$ cat src/rtl/ser_wr_pkg.sv
`timescale 1ns/1ps
package ser_wr_pkg;
    typedef enum logic {
        TGT_CTRL = 1'b0,
        TGT_CAL  = 1'b1
    } tgt_e;

    localparam int SYNC_STAGES = 2;
    localparam int PIN_COUNT   = 4;
    localparam int PIN_CLK     = 0;
    localparam int PIN_FRAME   = 1;
    localparam int PIN_DIN     = 2;
    localparam int PIN_ADDR    = 3;
endpackage

$ cat src/rtl/ser_wr_sync.sv
`timescale 1ns/1ps
module ser_wr_sync #(
    parameter int          N      = 4,
    parameter int          STAGES = 2,
    parameter logic [N-1:0] RST_VAL = '0
) (
    input  logic         clk,
    input  logic         rst,
    input  logic [N-1:0] din,
    output logic [N-1:0] dout
);
    logic [STAGES-1:0][N-1:0] stg_d;
    logic [STAGES-1:0][N-1:0] stg_q;

    generate
        for (genvar s = 0; s < STAGES; s++) begin : g_stage
            if (s == 0) begin : g_first
                always_comb stg_d[s] = din;
            end else begin : g_next
                always_comb stg_d[s] = stg_q[s-1];
            end
        end
    endgenerate

    always_ff @(posedge clk) begin
        if (rst) begin
            for (int s = 0; s < STAGES; s++) stg_q[s] <= RST_VAL;
        end else begin
            stg_q <= stg_d;
        end
    end

    assign dout = stg_q[STAGES-1];
endmodule

$ cat src/rtl/ser_wr_qual.sv
`timescale 1ns/1ps
module ser_wr_qual (
    input  logic clk,
    input  logic rst,
    input  logic sclk_s,
    input  logic frame_n_s,
    output logic cap
);
    typedef struct packed {
        logic prev;
    } qual_t;

    qual_t qual_d, qual_q;

    always_comb begin
        qual_d      = qual_q;
        qual_d.prev = sclk_s;
        cap         = sclk_s & ~qual_q.prev & ~frame_n_s;
    end

    always_ff @(posedge clk) begin
        if (rst) qual_q <= '0;
        else     qual_q <= qual_d;
    end
endmodule

$ cat src/rtl/ser_wr_core.sv
`timescale 1ns/1ps
module ser_wr_core #(
    parameter int W  = 24,
    parameter int CW = $clog2(W)
) (
    input  logic          clk,
    input  logic          rst,
    input  logic          abort,
    input  logic          cap,
    input  logic          bit_in,
    input  logic          addr_in,
    output logic          stb,
    output logic          tgt,
    output logic [W-1:0]  dout,
    output logic [CW-1:0] cnt
);
    localparam logic [CW-1:0] LAST = CW'(W - 1);

    typedef struct packed {
        logic [CW-1:0] cnt;
        logic [W-2:0]  sh;
        logic          tgt;
        logic [W-1:0]  dout;
        logic          tout;
        logic          stb;
    } core_t;

    core_t core_d, core_q;

    always_comb begin
        core_d     = core_q;
        core_d.stb = 1'b0;
        if (abort) begin
            core_d.cnt = '0;
            core_d.sh  = '0;
        end else if (cap) begin
            if (core_q.cnt == LAST) begin
                core_d.dout = {core_q.sh, bit_in};
                core_d.tout = core_q.tgt;
                core_d.stb  = 1'b1;
                core_d.cnt  = '0;
                core_d.sh   = '0;
            end else begin
                if (core_q.cnt == '0) core_d.tgt = addr_in;
                core_d.sh  = {core_q.sh[W-3:0], bit_in};
                core_d.cnt = core_q.cnt + 1'b1;
            end
        end
    end

    always_ff @(posedge clk) begin
        if (rst) core_q <= '0;
        else     core_q <= core_d;
    end

    assign stb  = core_q.stb;
    assign tgt  = core_q.tout;
    assign dout = core_q.dout;
    assign cnt  = core_q.cnt;
endmodule

$ cat src/rtl/ser_wr_port.sv
`timescale 1ns/1ps
module ser_wr_port
    import ser_wr_pkg::*;
#(
    parameter int W  = 24,
    parameter int CW = $clog2(W)
) (
    input  logic         clk,
    input  logic         rst,
    input  logic         abort,
    input  logic         ser_clk,
    input  logic         ser_frame_n,
    input  logic         ser_addr,
    input  logic         ser_din,
    output logic         wr_strobe,
    output logic         wr_target,
    output logic [W-1:0] wr_data
);
    localparam logic [PIN_COUNT-1:0] PIN_RST = PIN_COUNT'(1) << PIN_FRAME;

    logic [PIN_COUNT-1:0] pins_raw;
    logic [PIN_COUNT-1:0] pins_s;
    logic                 sclk_s;
    logic                 frame_n_s;
    logic                 cap;
    logic [CW-1:0]        bit_cnt;

    always_comb begin
        pins_raw            = '0;
        pins_raw[PIN_CLK]   = ser_clk;
        pins_raw[PIN_FRAME] = ser_frame_n;
        pins_raw[PIN_DIN]   = ser_din;
        pins_raw[PIN_ADDR]  = ser_addr;
    end

    ser_wr_sync #(
        .N(PIN_COUNT), .STAGES(SYNC_STAGES), .RST_VAL(PIN_RST)
    ) u_sync (
        .clk(clk), .rst(rst), .din(pins_raw), .dout(pins_s)
    );

    assign sclk_s    = pins_s[PIN_CLK];
    assign frame_n_s = pins_s[PIN_FRAME];

    ser_wr_qual u_qual (
        .clk(clk), .rst(rst), .sclk_s(sclk_s), .frame_n_s(frame_n_s), .cap(cap)
    );

    ser_wr_core #(.W(W), .CW(CW)) u_core (
        .clk(clk), .rst(rst), .abort(abort), .cap(cap),
        .bit_in(pins_s[PIN_DIN]), .addr_in(pins_s[PIN_ADDR]),
        .stb(wr_strobe), .tgt(wr_target), .dout(wr_data), .cnt(bit_cnt)
    );
endmodule

$ cat config.mk
export PLATFORM = sky130hd
export DESIGN_NAME = ser_wr_port
export DESIGN_NICKNAME = d
export VERILOG_FILES = /design/src/rtl/ser_wr_pkg.sv /design/src/rtl/ser_wr_sync.sv /design/src/rtl/ser_wr_qual.sv /design/src/rtl/ser_wr_core.sv /design/src/rtl/ser_wr_port.sv
export SDC_FILE = /design/constraint.sdc
export NUM_CORES = 1
export LEC_CHECK = 0
export BUFFER_PORTS_ARGS = -buffer_cell sky130_fd_sc_hd__buf_2
export CORE_AREA = 3 3 98 100
export CTS_CLUSTER_SIZE = 25
export DETAILED_ROUTE_END_ITERATION = 8
export DIE_AREA = 0 0 101 103
export MAX_ROUTING_LAYER = met4
export PLACE_DENSITY = 0.47
export SYNTH_ARGS = -nofsm -noshare
export SYNTH_HDL_FRONTEND = slang
export SYNTH_SLANG_ARGS = --single-unit
$ cat constraint.sdc
create_clock -name clk -period 2.1 [get_ports clk]
set_input_delay 0 -clock clk [delete_from_list [all_inputs] [get_ports clk]]
set_output_delay 0 -clock clk [all_outputs]
set_load 0.005 [all_outputs]
# Word-level counts from Yosys, hierarchy flattened
# Cells that the tools add are included.
# totals
ramBits,0
latch_bits,0
inputBits,7
output_inout_bits,26
ff_bits,64
mem_bits_ro,0
memories,0
wordCells,25
# op_classes
mux,2
reduce_logical,5
shift,0
multipliers,0
eq_ne,1
addsub,1
n_bitwise,7
div_mod_pow,0
magnitude_cmp,0
# ops
op,n
28-bit 2-to-1 mux,1
"5-bit by 1-bit adder with 5-bit output, second input constant",1
"5-bit equality test, second input constant",1
5-bit logical NOT,1
1-bit NOT,5
4-bit AND reduction,1
3-bit AND reduction,1
3-bit OR reduction,1
1-bit bitwise AND,2
2-bit OR reduction,1
1-bit 2-to-1 mux,1

# Longest topological paths before layout
# Gate-level depths: netlist of run 1.
# logic_depth
depth_word,5
mapped_depth,5
mapped_depth_nobuf,5

# Cells and area by module
# From an unflattened synthesis of run 1, not the netlist that was laid out.
# unflattened
hier_cells,297
hier_area_um2,2683.8
# modules_own_cells
module,cells_per_inst,area_each_um2,seq_area_each_um2,instances
ser_wr_core,278,2434.8,1101.1,1
ser_wr_sync,16,210.2,160.2,1
ser_wr_qual,3,38.8,20.0,1

# Worst setup path before layout of run 1
# OpenSTA, ideal clock, no wires.
# synth_path
path_kind,reg2reg
from,"register u_core.core_q, in the netlist u_core.cnt[0]"
to,"register u_core.core_q, in the netlist u_core.dout[0]"
setup_time_ps,72
stages_incl_launch_ff,6
t_arrival_ps,1559
setup_slack_ps,470
path_cell_list,dfxtp_1 > ha_1 > nand4b_1 > nor3_4 > buf_8 > mux2i_1
# synth_between
elab_chain_cells,2
# synth_lines
item,line_no,source
"start, declared",ser_wr_core.sv:28,"core_t core_d, core_q;"
"start signal, assigned",ser_wr_core.sv:53,else core_q <= core_d;
5-bit equality test,ser_wr_core.sv:37,if (core_q.cnt == LAST) begin
3-bit AND reduction (no line),-,
# No other way between the ends.
# A chain may end at the register's enable or synchronous reset.

# Final worst setup path of run 1
# layout_path
from,"register u_core.core_q, in the netlist u_core.cnt[0]"
to,"register u_core.core_q, in the netlist u_core.dout[7]"
# Same word-level chain as after synthesis.

==> flow_metrics.py, run 1 <==
metrics = {
    "outcome": {
        "status": "finished, final reports clean",
    },
    "timing": {
        "max_freq_ghz": 0.603,
        "final-setup-viol-count": 0,
        "rsz0062_at_grt": "no",
        "skew_ns": 0.00691,
        "slew_headroom": 0.693,
        "hold_violations": 0,
        "timing.final.max_slew_violations": 0,
        "finalCriticalPeriod_ns": 1.66,
        "finalCritPeriodShare": 0.790,
        "fin_ws_ns": 0.442,
        "worstMarginPinSlew_ns": 0.460,
        "setup_tns_ns": 0,
    },
    "power_and_ir_drop": {
        "seq_power_share": 0.491,
        "powerDensity_nw_per_um2": 833,
        "p_switching_mw": 0.530,
        "vdd_drop_max_mv": 0.295,
        "pwr-share-comb": 0.027,
        "p_int_mw": 1.96,
        "switching_share": 0.213,
        "leakagePower_nw": 1.09,
        "p_clk_frac": 0.482,
    },
    "synthesis": {
        "synth_edf_count": 0,
        "avgSynthCellArea_um2": 9.92,
        "yosysWarningCount": 0,
        "synth_area_um2": 2640,
        "ys_ff_latch": 64,
        "async_flop_share": 0,
        "ys.flop_type": "dfxtp_1",
        "seq_area_frac_synth": 0.486,
        "synth_cell_types": 29,
        "synthesis.nets": 275,
        "synthCells": 266,
    },
    "setup_path": {
        "crit_fanout": 25,
        "rr_endpoint": "u_core.dout[7]",
        "r2r_setup_slack_ns": 0.44,
        "required_ns": 2.36,
        "worstRegToRegCells": 5,
        "arrival_ns": 1.92,
        "reg2reg_from": "u_core.cnt[0]",
        "crit_type": "register to register",
        "startpoint_type": "register",
        "critPathCaptureType": "register",
    },
    "hold_path": {
        "holdPathEnd": "u_sync.stg_d[6]",
        "hold_depth": 2,
        "hold_class": "primary input to register",
        "worstHoldStart": "rst",
    },
    "finish": {
        "areaGrowthSynthToFinish_pct": 13.4,
        "final_area_um2": 2990,
        "final_common_cell": "dfxtp_1",
        "layout_common_cells": "64 x dfxtp_1, 51 x nand2b_1, 32 x buf_2, 29 x mux2i_1, 26 x nand2_1",
        "nets": 287,
        "diodes": 0,
        "layout-drive-gt1-share": 0.208,
    },
    "clock_network": {
        "path_clk_slew_ns": 0.07,
        "cts_root_buffer": "clkbuf_8",
        "post_cts_buffers": 0,
        "tritoncts": "yes",
        "cts.hold.buffers_added": 5,
        "htreeDepth": 3,
        "numCtsBuffers": 9,
        "clkLatencyLatePin_ns": 0.34,
        "cts_sinks": 64,
        "clock_path_buffers": 2,
        "cts-resized-gates": 0,
    },
    "placed_design": {
        "io_buffers": 32,
        "place_hpwl_mm": 2.86,
        "gp_congestion": 0.704,
        "place_area_um2": 2710,
        "place_ws_ns": 0.450,
    },
    "routing": {
        "dr.pass1.iters": 4,
        "drt-initial-drc-count": 89,
        "drt_wl_total_mm": 4.67,
        "viasPerCell": 4.42,
        "postRouteAntennaNets": 0,
        "vias": 1729,
        "drc": 0,
        "wl_per_cell_um": 11.9,
    },
    "die": {
        "start_util": 0.301,
        "die_area_um2": 10400,
        "die_h_um": 103,
        "fp.dieW_um": 101,
        "io_pins": 33,
        "rows": 34,
        "core-area_um2": 8760,
    },
    "global_route": {
        "gr-total-overflow": 0,
        "grt_antenna_before_repair": 0,
        "grt_pass1_vias": 1740,
        "grt_max_degree": 39,
        "track_usage": 0.102,
        "grt_pass1_wl_mm": 8.09,
    },
    "job": {
        "cap_violations": 0,
    },
}
==> cells by family (layout without fill, tap and decap cells) <==
logic type | after synthesis | in the layout | synth area share
simple gates | 102 | 102 | 0.225
flops | 64 | 64 | 0.486
buf+inv | 43 | 60 | 0.107
mux | 29 | 29 | 0.110
compound gates | 26 | 26 | 0.0631
fa+ha+maj | 2 | 2 | 0.00949
==> Yosys cell counts, types with 2 or more instances <==
cell type | number | area, um^2
nand2_1 | 26 | 97.6
inv_1 | 2 | 7.51
nand3b_1 | 2 | 15.0
ha_1 | 2 | 25.0
nand3_1 | 3 | 15.0
dfxtp_1 | 64 | 1280
or2_2 | 2 | 12.5
nor2b_1 | 7 | 43.8
o22ai_1 | 22 | 138
clkbuf_1 | 14 | 52.6
buf_8 | 2 | 30.0
nand2b_1 | 51 | 319
mux2i_1 | 29 | 290
nor3_1 | 2 | 10.0
buf_4 | 24 | 180
==> power by group through the flow <==
stage / registers, mW / logic, mW / clock network, mW
CTS: 1.22 / 0.0685 / 1.25
detailed placement: 1.25 / 0.0616 / 0
floorplan: 1.25 / 0.0432 / 0
finish: 1.22 / 0.0664 / 1.20
global route: 1.22 / 0.0737 / 1.30
global placement: 1.25 / 0.0613 / 0
==> worst max-delay path, stage by stage (launching register included) <==
cell	delay (ns)
dfxtp_1	0.40
ha_1	0.22
nand4b_1	0.25
nor3_4	0.27
buf_12	0.24
mux2i_1	0.21
==> through the flow <==
step           hold WS [ns]  power, mW  std cells  utilization
5_1_grt               0.110       2.60        391        0.341
2_1_floorplan        0.0775       1.29        266            -
3_5_place_dp          0.191       1.31        370        0.309
6_report              0.102       2.49        391        0.341
4_1_cts              0.0963       2.54        391        0.341
3_3_place_gp          0.192       1.31        370        0.309
==> cell type report <==
cell class | count | area (um^2)
Sequential cell | 64 | 1280
Inverter | 2 | 7.51
Clock inverter | 6 | 91.3
Timing Repair Buffer | 42 | 260
Tap cell | 108 | 135
Multi-Input combinational cell | 159 | 1080
Fill cell | 918 | 5770
Clock buffer | 10 | 138
==> per-layer routing <==
layer  part of all wire  vias to the layer above  GRT usage
li1                   -                      895          -
met1               0.49                      802      0.123
met2               0.45                       29      0.150
met3              0.054                        3     0.0419
met4             0.0077                        0     0.0429
met5                  0                        -          -
==> worst max path at each step <==
stage                   from              end  depth (start not counted)  slack, ns
4_1_cts        u_core.cnt[0]   u_core.dout[7]                          5       0.43
2_1_floorplan  u_core.cnt[0]   u_core.dout[0]                          5       0.47
6_report       u_core.cnt[0]   u_core.dout[7]                          5       0.44
5_1_grt        u_core.cnt[0]  u_core.dout[10]                          5       0.31
3_5_place_dp   u_core.cnt[0]   u_core.dout[5]                          5       0.45
3_3_place_gp   u_core.cnt[0]   u_core.dout[6]                          5       0.44
==> flip-flops by register name, summed over array words and instances (netlist names) <==
signal,flops
u_core.stb,1
u_core.dout,24
u_core.cnt,5
u_core.tgt,1
u_qual.qual_q,1
u_sync.stg_d,4
u_core.core_q,24
u_sync.dout,4
Note: power is estimated with default switching activity, not from simulation.
==> inputs of run 2 (changes only) <==
Settings changed: PLACE_DENSITY 0.47 to 0.49.
Clock period 2.1 ns to 1.5 ns, I/O delays scaled along.
==> flow_metrics.py, run 2 (same netlist as run 1, synthesis figures left out) <==
metrics = {
    "routing": {
        "vias": 1789,
        "dr.pass1.iters": 4,
        "drt-initial-drc-count": 62,
        "viasPerCell": 4.42,
        "postRouteAntennaNets": 0,
        "wl_per_cell_um": 12.1,
        "drc": 0,
        "drt_wl_total_mm": 4.90,
    },
    "die": {
        "die_h_um": 103,
        "die_area_um2": 10400,
        "core-area_um2": 8760,
        "start_util": 0.301,
        "fp.dieW_um": 101,
        "rows": 34,
        "io_pins": 33,
    },
    "global_route": {
        "grt_pass1_vias": 1817,
        "grt_pass1_wl_mm": 8.41,
        "gr-total-overflow": 0,
        "grt_antenna_before_repair": 0,
        "grt_max_degree": 57,
        "track_usage": 0.108,
    },
    "clock_network": {
        "cts_root_buffer": "clkbuf_8",
        "cts_sinks": 64,
        "tritoncts": "yes",
        "numCtsBuffers": 9,
        "clkLatencyLatePin_ns": 0.34,
        "clock_path_buffers": 2,
        "path_clk_slew_ns": 0.07,
        "htreeDepth": 3,
    },
    "timing": {
        "worstMarginPinSlew_ns": 0.322,
        "hold_violations": 0,
        "slew_headroom": 0.785,
        "final-setup-viol-count": 0,
        "finalCritPeriodShare": 0.998,
        "finalCriticalPeriod_ns": 1.50,
        "max_freq_ghz": 0.668,
        "rsz0062_at_grt": "yes",
        "setup_tns_ns": 0,
        "skew_ns": 0.00772,
        "timing.final.max_slew_violations": 0,
    },
    "setup_path": {
        "crit_chain": "or3b_4 -> nor3_4 -> buf_4 -> clkbuf_16 -> mux2i_1",
        "crit_type": "register to register",
        "crit_buf_inv": 2,
        "crit_fanout": 8,
        "path_delay_family": "simple AND/OR/NAND/NOR gates",
        "arrival_ns": 1.77,
        "required_ns": 1.77,
        "cp_slowest_stage_delay_ns": 0.41,
        "critPathCaptureType": "register",
        "startpoint_type": "register",
        "crit_slowest_cell": "or3b_4",
    },
    "finish": {
        "final_common_cell": "dfxtp_1",
        "post-route-util": 0.360,
        "areaGrowthSynthToFinish_pct": 19.7,
        "diodes": 0,
        "nets": 301,
        "layout_common_cells": "61 x dfxtp_1, 51 x nand2b_1, 32 x buf_2, 28 x mux2i_1, 26 x nand2_1",
        "layout-drive-gt1-share": 0.256,
    },
    "placed_design": {
        "place_hpwl_mm": 3.03,
        "gp_congestion": 0.636,
        "io_buffers": 32,
    },
    "power_and_ir_drop": {
        "pwr-share-comb": 0.034,
        "leakagePower_nw": 1.17,
        "p_clk_frac": 0.428,
        "p_switching_mw": 0.686,
        "power.total_mw": 3.18,
        "switching_share": 0.216,
        "powerDensity_nw_per_um2": 1010,
        "p_int_mw": 2.49,
        "seq_power_share": 0.538,
        "vdd_drop_max_mv": 0.342,
    },
    "job": {
        "cap_violations": 0,
    },
    "hold_path": {
        "hold_class": "primary input to register",
    },
    "outcome": {
        "status": "finished, final reports clean",
    },
}
run 2: changes by cell type in the layout (fill, tap and decap cells not counted), sizes merged:
cell         previous run  this run
buf                    37        46
bufinv                  2         0
clkbuf                 10        14
dlygate4sd3             5         9
inv                     3         2
run 2: repair_timing:
item | CTS | global route
hold buffers | 9 | 0
pin swaps | 1 | 2
cloned | 0 | 1
gates resized for setup | 5 | 8
endpoints found under the setup margin | 10 | 27
buffers inserted | 0 | 2
endpoints found under the hold margin | 9 | 0
run 2: power by group through the flow:
| stage | logic, mW | clock network (mW) | registers, mW |
|---|---|---|---|
| 5_1_grt | 0.120 | 1.49 | 1.71 |
| 6_report | 0.108 | 1.36 | 1.71 |
| 2_1_floorplan | 0.0606 | 0 | 1.75 |
| 4_1_cts | 0.109 | 1.42 | 1.71 |
| 3_3_place_gp | 0.0920 | 0 | 1.75 |
| 3_5_place_dp | 0.0909 | 0 | 1.75 |
run 2: per-stage QoR:
| step | hold WS, ns | instances | setup WS, ns | area, um^2 |
|---|---|---|---|---|
| 2_1_floorplan | 0.0718 | 266 | -0.0858 | 2650 |
| 3_3_place_gp | 0.192 | 377 | -0.0277 | 2790 |
| 3_5_place_dp | 0.189 | 377 | -0.0548 | 2790 |
| 4_1_cts | 0.371 | 402 | 0.0118 | 3080 |
| 5_1_grt | 0.409 | 405 | -0.0840 | 3160 |
| 6_report | 0.386 | 405 | 0.00310 | 3160 |
run 2: cell type report:
type	count	area, um^2
clock buffer	13	169
clock inverter	3	15.0
fill	924	5610
inverter	2	7.51
multi-input combinational	159	1120
sequential	64	1290
tap	108	135
timing repair buffer	56	422
run 2: worst register-to-register path, stage by stage (launching register included):
cell       delay, ns
dfxtp_1         0.32
or3b_4          0.41
nor3_4          0.22
buf_4           0.16
clkbuf_16       0.16
mux2i_1         0.17
run 2: metal layers:
metal	vias to the layer above	global-route usage	share of wire
li1	914	-	-
met1	837	0.126	0.50
met2	27	0.163	0.43
met3	11	0.0419	0.042
met4	0	0.0521	0.027
met5	-	-	0
run 2: path summary, 6_finish.rpt:
kind / from / slack [ns] / cells past startpoint / endpoint
worst min-delay path: ser_frame_n / 0.39 / 3 / u_sync.stg_d[5]
worst min register to register: u_sync.stg_d[5] / 0.41 / 1 / u_sync.dout[1]
worst max register to register: u_qual.qual_q / 0.003 / 5 / u_core.dout[1]
worst max-delay path: u_qual.qual_q / 0.003 / 5 / u_core.dout[1]
==> inputs of run 3 (changes only) <==
Settings changed: CAP_MARGIN set to 10, PLACE_DENSITY 0.49 to not set.
==> flow_metrics.py, run 3 (same netlist as run 1, synthesis figures left out) <==
metrics = {
    "outcome": {
        "status": "finished, final reports clean",
    },
    "global_route": {
        "grt_pass1_vias": 1719,
        "grt_use_met1": 0.126,
        "use_met3": 0.0392,
        "grt_max_degree": 31,
        "track_usage": 0.102,
        "gr-total-overflow": 0,
        "busiest_layer": "met2",
        "use_met2": 0.146,
        "grt_pass1_wl_mm": 8.04,
        "grt_antenna_before_repair": 0,
    },
    "power_and_ir_drop": {
        "p_clk_frac": 0.408,
        "powerDensity_nw_per_um2": 978,
        "p_switching_mw": 0.634,
        "seq_power_share": 0.561,
        "switching_share": 0.208,
        "pwr-share-comb": 0.032,
        "vdd_drop_max_mv": 0.319,
        "leakagePower_nw": 1.14,
        "p_int_mw": 2.42,
    },
    "setup_path": {
        "worstRegToRegCells": 6,
        "cp_slowest_stage_delay_ns": 0.37,
        "critPathCaptureType": "register",
        "startpoint_type": "register",
        "rr_endpoint": "u_core.dout[22]",
        "crit_chain": "ha_4 -> nand4b_1 -> nor3_4 -> buf_6 -> buf_12 -> mux2i_1",
        "arrival_ns": 1.73,
        "crit_fanout": 8,
        "required_ns": 1.75,
        "crit_slowest_cell": "dfxtp_4",
        "r2r_setup_slack_ns": 0.02,
        "reg2reg_from": "u_core.cnt[0]",
        "crit_type": "register to register",
    },
    "routing": {
        "viasPerCell": 4.49,
        "postRouteAntennaNets": 0,
        "wl_per_cell_um": 12.0,
        "drt_wl_total_mm": 4.78,
        "vias": 1796,
        "drt-initial-drc-count": 45,
        "drc": 0,
        "dr.pass1.iters": 6,
    },
    "die": {
        "io_pins": 33,
        "die_h_um": 103,
        "die_area_um2": 10400,
        "rows": 34,
        "fp.dieW_um": 101,
        "start_util": 0.301,
        "core-area_um2": 8760,
    },
    "finish": {
        "nets": 299,
        "layout_common_cells": "60 x dfxtp_1, 51 x nand2b_1, 32 x buf_2, 28 x mux2i_1, 26 x nand2_1",
        "final_area_um2": 3120,
        "areaGrowthSynthToFinish_pct": 18.4,
        "final_common_cell": "dfxtp_1",
        "seq_area_um2": 1290,
        "diodes": 0,
        "layout-drive-gt1-share": 0.257,
        "nFillCells": 922,
        "multi_input_area_um2": 1110,
    },
    "placed_design": {
        "io_buffers": 32,
        "place_ws_ns": -0.0723,
        "place_area_um2": 2800,
        "gp_congestion": 0.719,
        "place_hpwl_mm": 3.06,
    },
    "timing": {
        "finalCritPeriodShare": 0.985,
        "finalCriticalPeriod_ns": 1.48,
        "max_freq_ghz": 0.677,
        "final-setup-viol-count": 0,
        "hold_violations": 0,
        "timing.final.max_slew_violations": 0,
        "slew_headroom": 0.754,
        "rsz0062_at_grt": "yes",
        "fin_ws_ns": 0.0229,
        "skew_ns": 0.00581,
        "worstMarginPinSlew_ns": 0.368,
    },
    "clock_network": {
        "tritoncts": "yes",
        "numCtsBuffers": 9,
        "path_clk_slew_ns": 0.06,
        "cts_root_buffer": "clkbuf_8",
        "clkLatencyLatePin_ns": 0.33,
        "cts_sinks": 64,
        "htreeDepth": 3,
        "clock_path_buffers": 2,
    },
    "hold_path": {
        "worstHoldStart": "rst",
        "holdPathEnd": "u_sync.stg_d[6]",
        "hold_class": "primary input to register",
        "hold_depth": 2,
    },
    "job": {
        "cap_violations": 0,
    },
}
[run 3: timing repair]
item | in CTS | in global routing
hold buffers | 5 | 0
pin swaps | 3 | 3
resized for setup | 7 | 4
hold endpoints to repair | 7 | 0
setup buffers | 2 | 2
setup endpoints to repair | 15 | 26
gates cloned | 1 | 1
[run 3: how the worst max path moves through the flow]
stage,from,endpoint,slack (ns),depth (start not counted)
detailed placement,u_core.cnt[0],u_core.core_q[26],-0.07,5
global route,u_core.cnt[0],u_core.dout[2],-0.07,6
finish,u_core.cnt[0],u_core.dout[22],0.02,6
CTS,u_sync.dout[0],u_core.dout[22],-0.05,5
global placement,u_core.cnt[0],u_core.core_q[26],-0.02,5
floorplan,u_qual.qual_q,u_core.dout[0],-0.09,5
[run 3: layer usage]
metal / vias to the layer above / part of all wire
li1: 917 / -
met5: - / 0
met2: 37 / 0.45
met1: 835 / 0.48
met3: 7 / 0.054
met4: 0 / 0.011
[run 3: final cells by class]
cell class | count | area share
Clock buffer | 12 | 0.0497
Clock inverter | 1 | 0.00160
Inverter | 2 | 0.00240
Multi-Input combinational cell | 159 | 0.356
Sequential cell | 64 | 0.414
Tap cell | 108 | 0.0433
Timing Repair Buffer | 54 | 0.133
[run 3: power by group through the flow]
stage                     clock, mW  sequential, mW  combinational, mW
final                          1.24            1.71             0.0973
after CTS                      1.29            1.71             0.0988
after global routing           1.38            1.71              0.108
after global placement            0            1.75             0.0853
after floorplan                   0            1.75             0.0606
after detailed placement          0            1.75             0.0867
[run 3: worst max-delay path: cells and delay by family (launching register included)]
| family | cells | cell delay (ns) |
|---|---|---|
| fa+ha+maj | 1 | 0.14 |
| mux | 1 | 0.19 |
| simple gates | 2 | 0.40 |
| flops | 1 | 0.37 |
| buf+inv | 2 | 0.30 |
[run 3: through the flow]
stage	hold WS (ns)	TNS [ns]	total power [mW]	cells	utilization
after detailed placement	0.190	-0.109	1.84	376	0.319
after global placement	0.189	-0.0212	1.84	376	0.319
after floorplan	0.0718	-1.72	1.81	266	-
after global routing	0.0203	-0.771	3.20	400	0.356
final	0.0212	0	3.05	400	0.356
after CTS	0.0122	-0.539	3.10	397	0.351
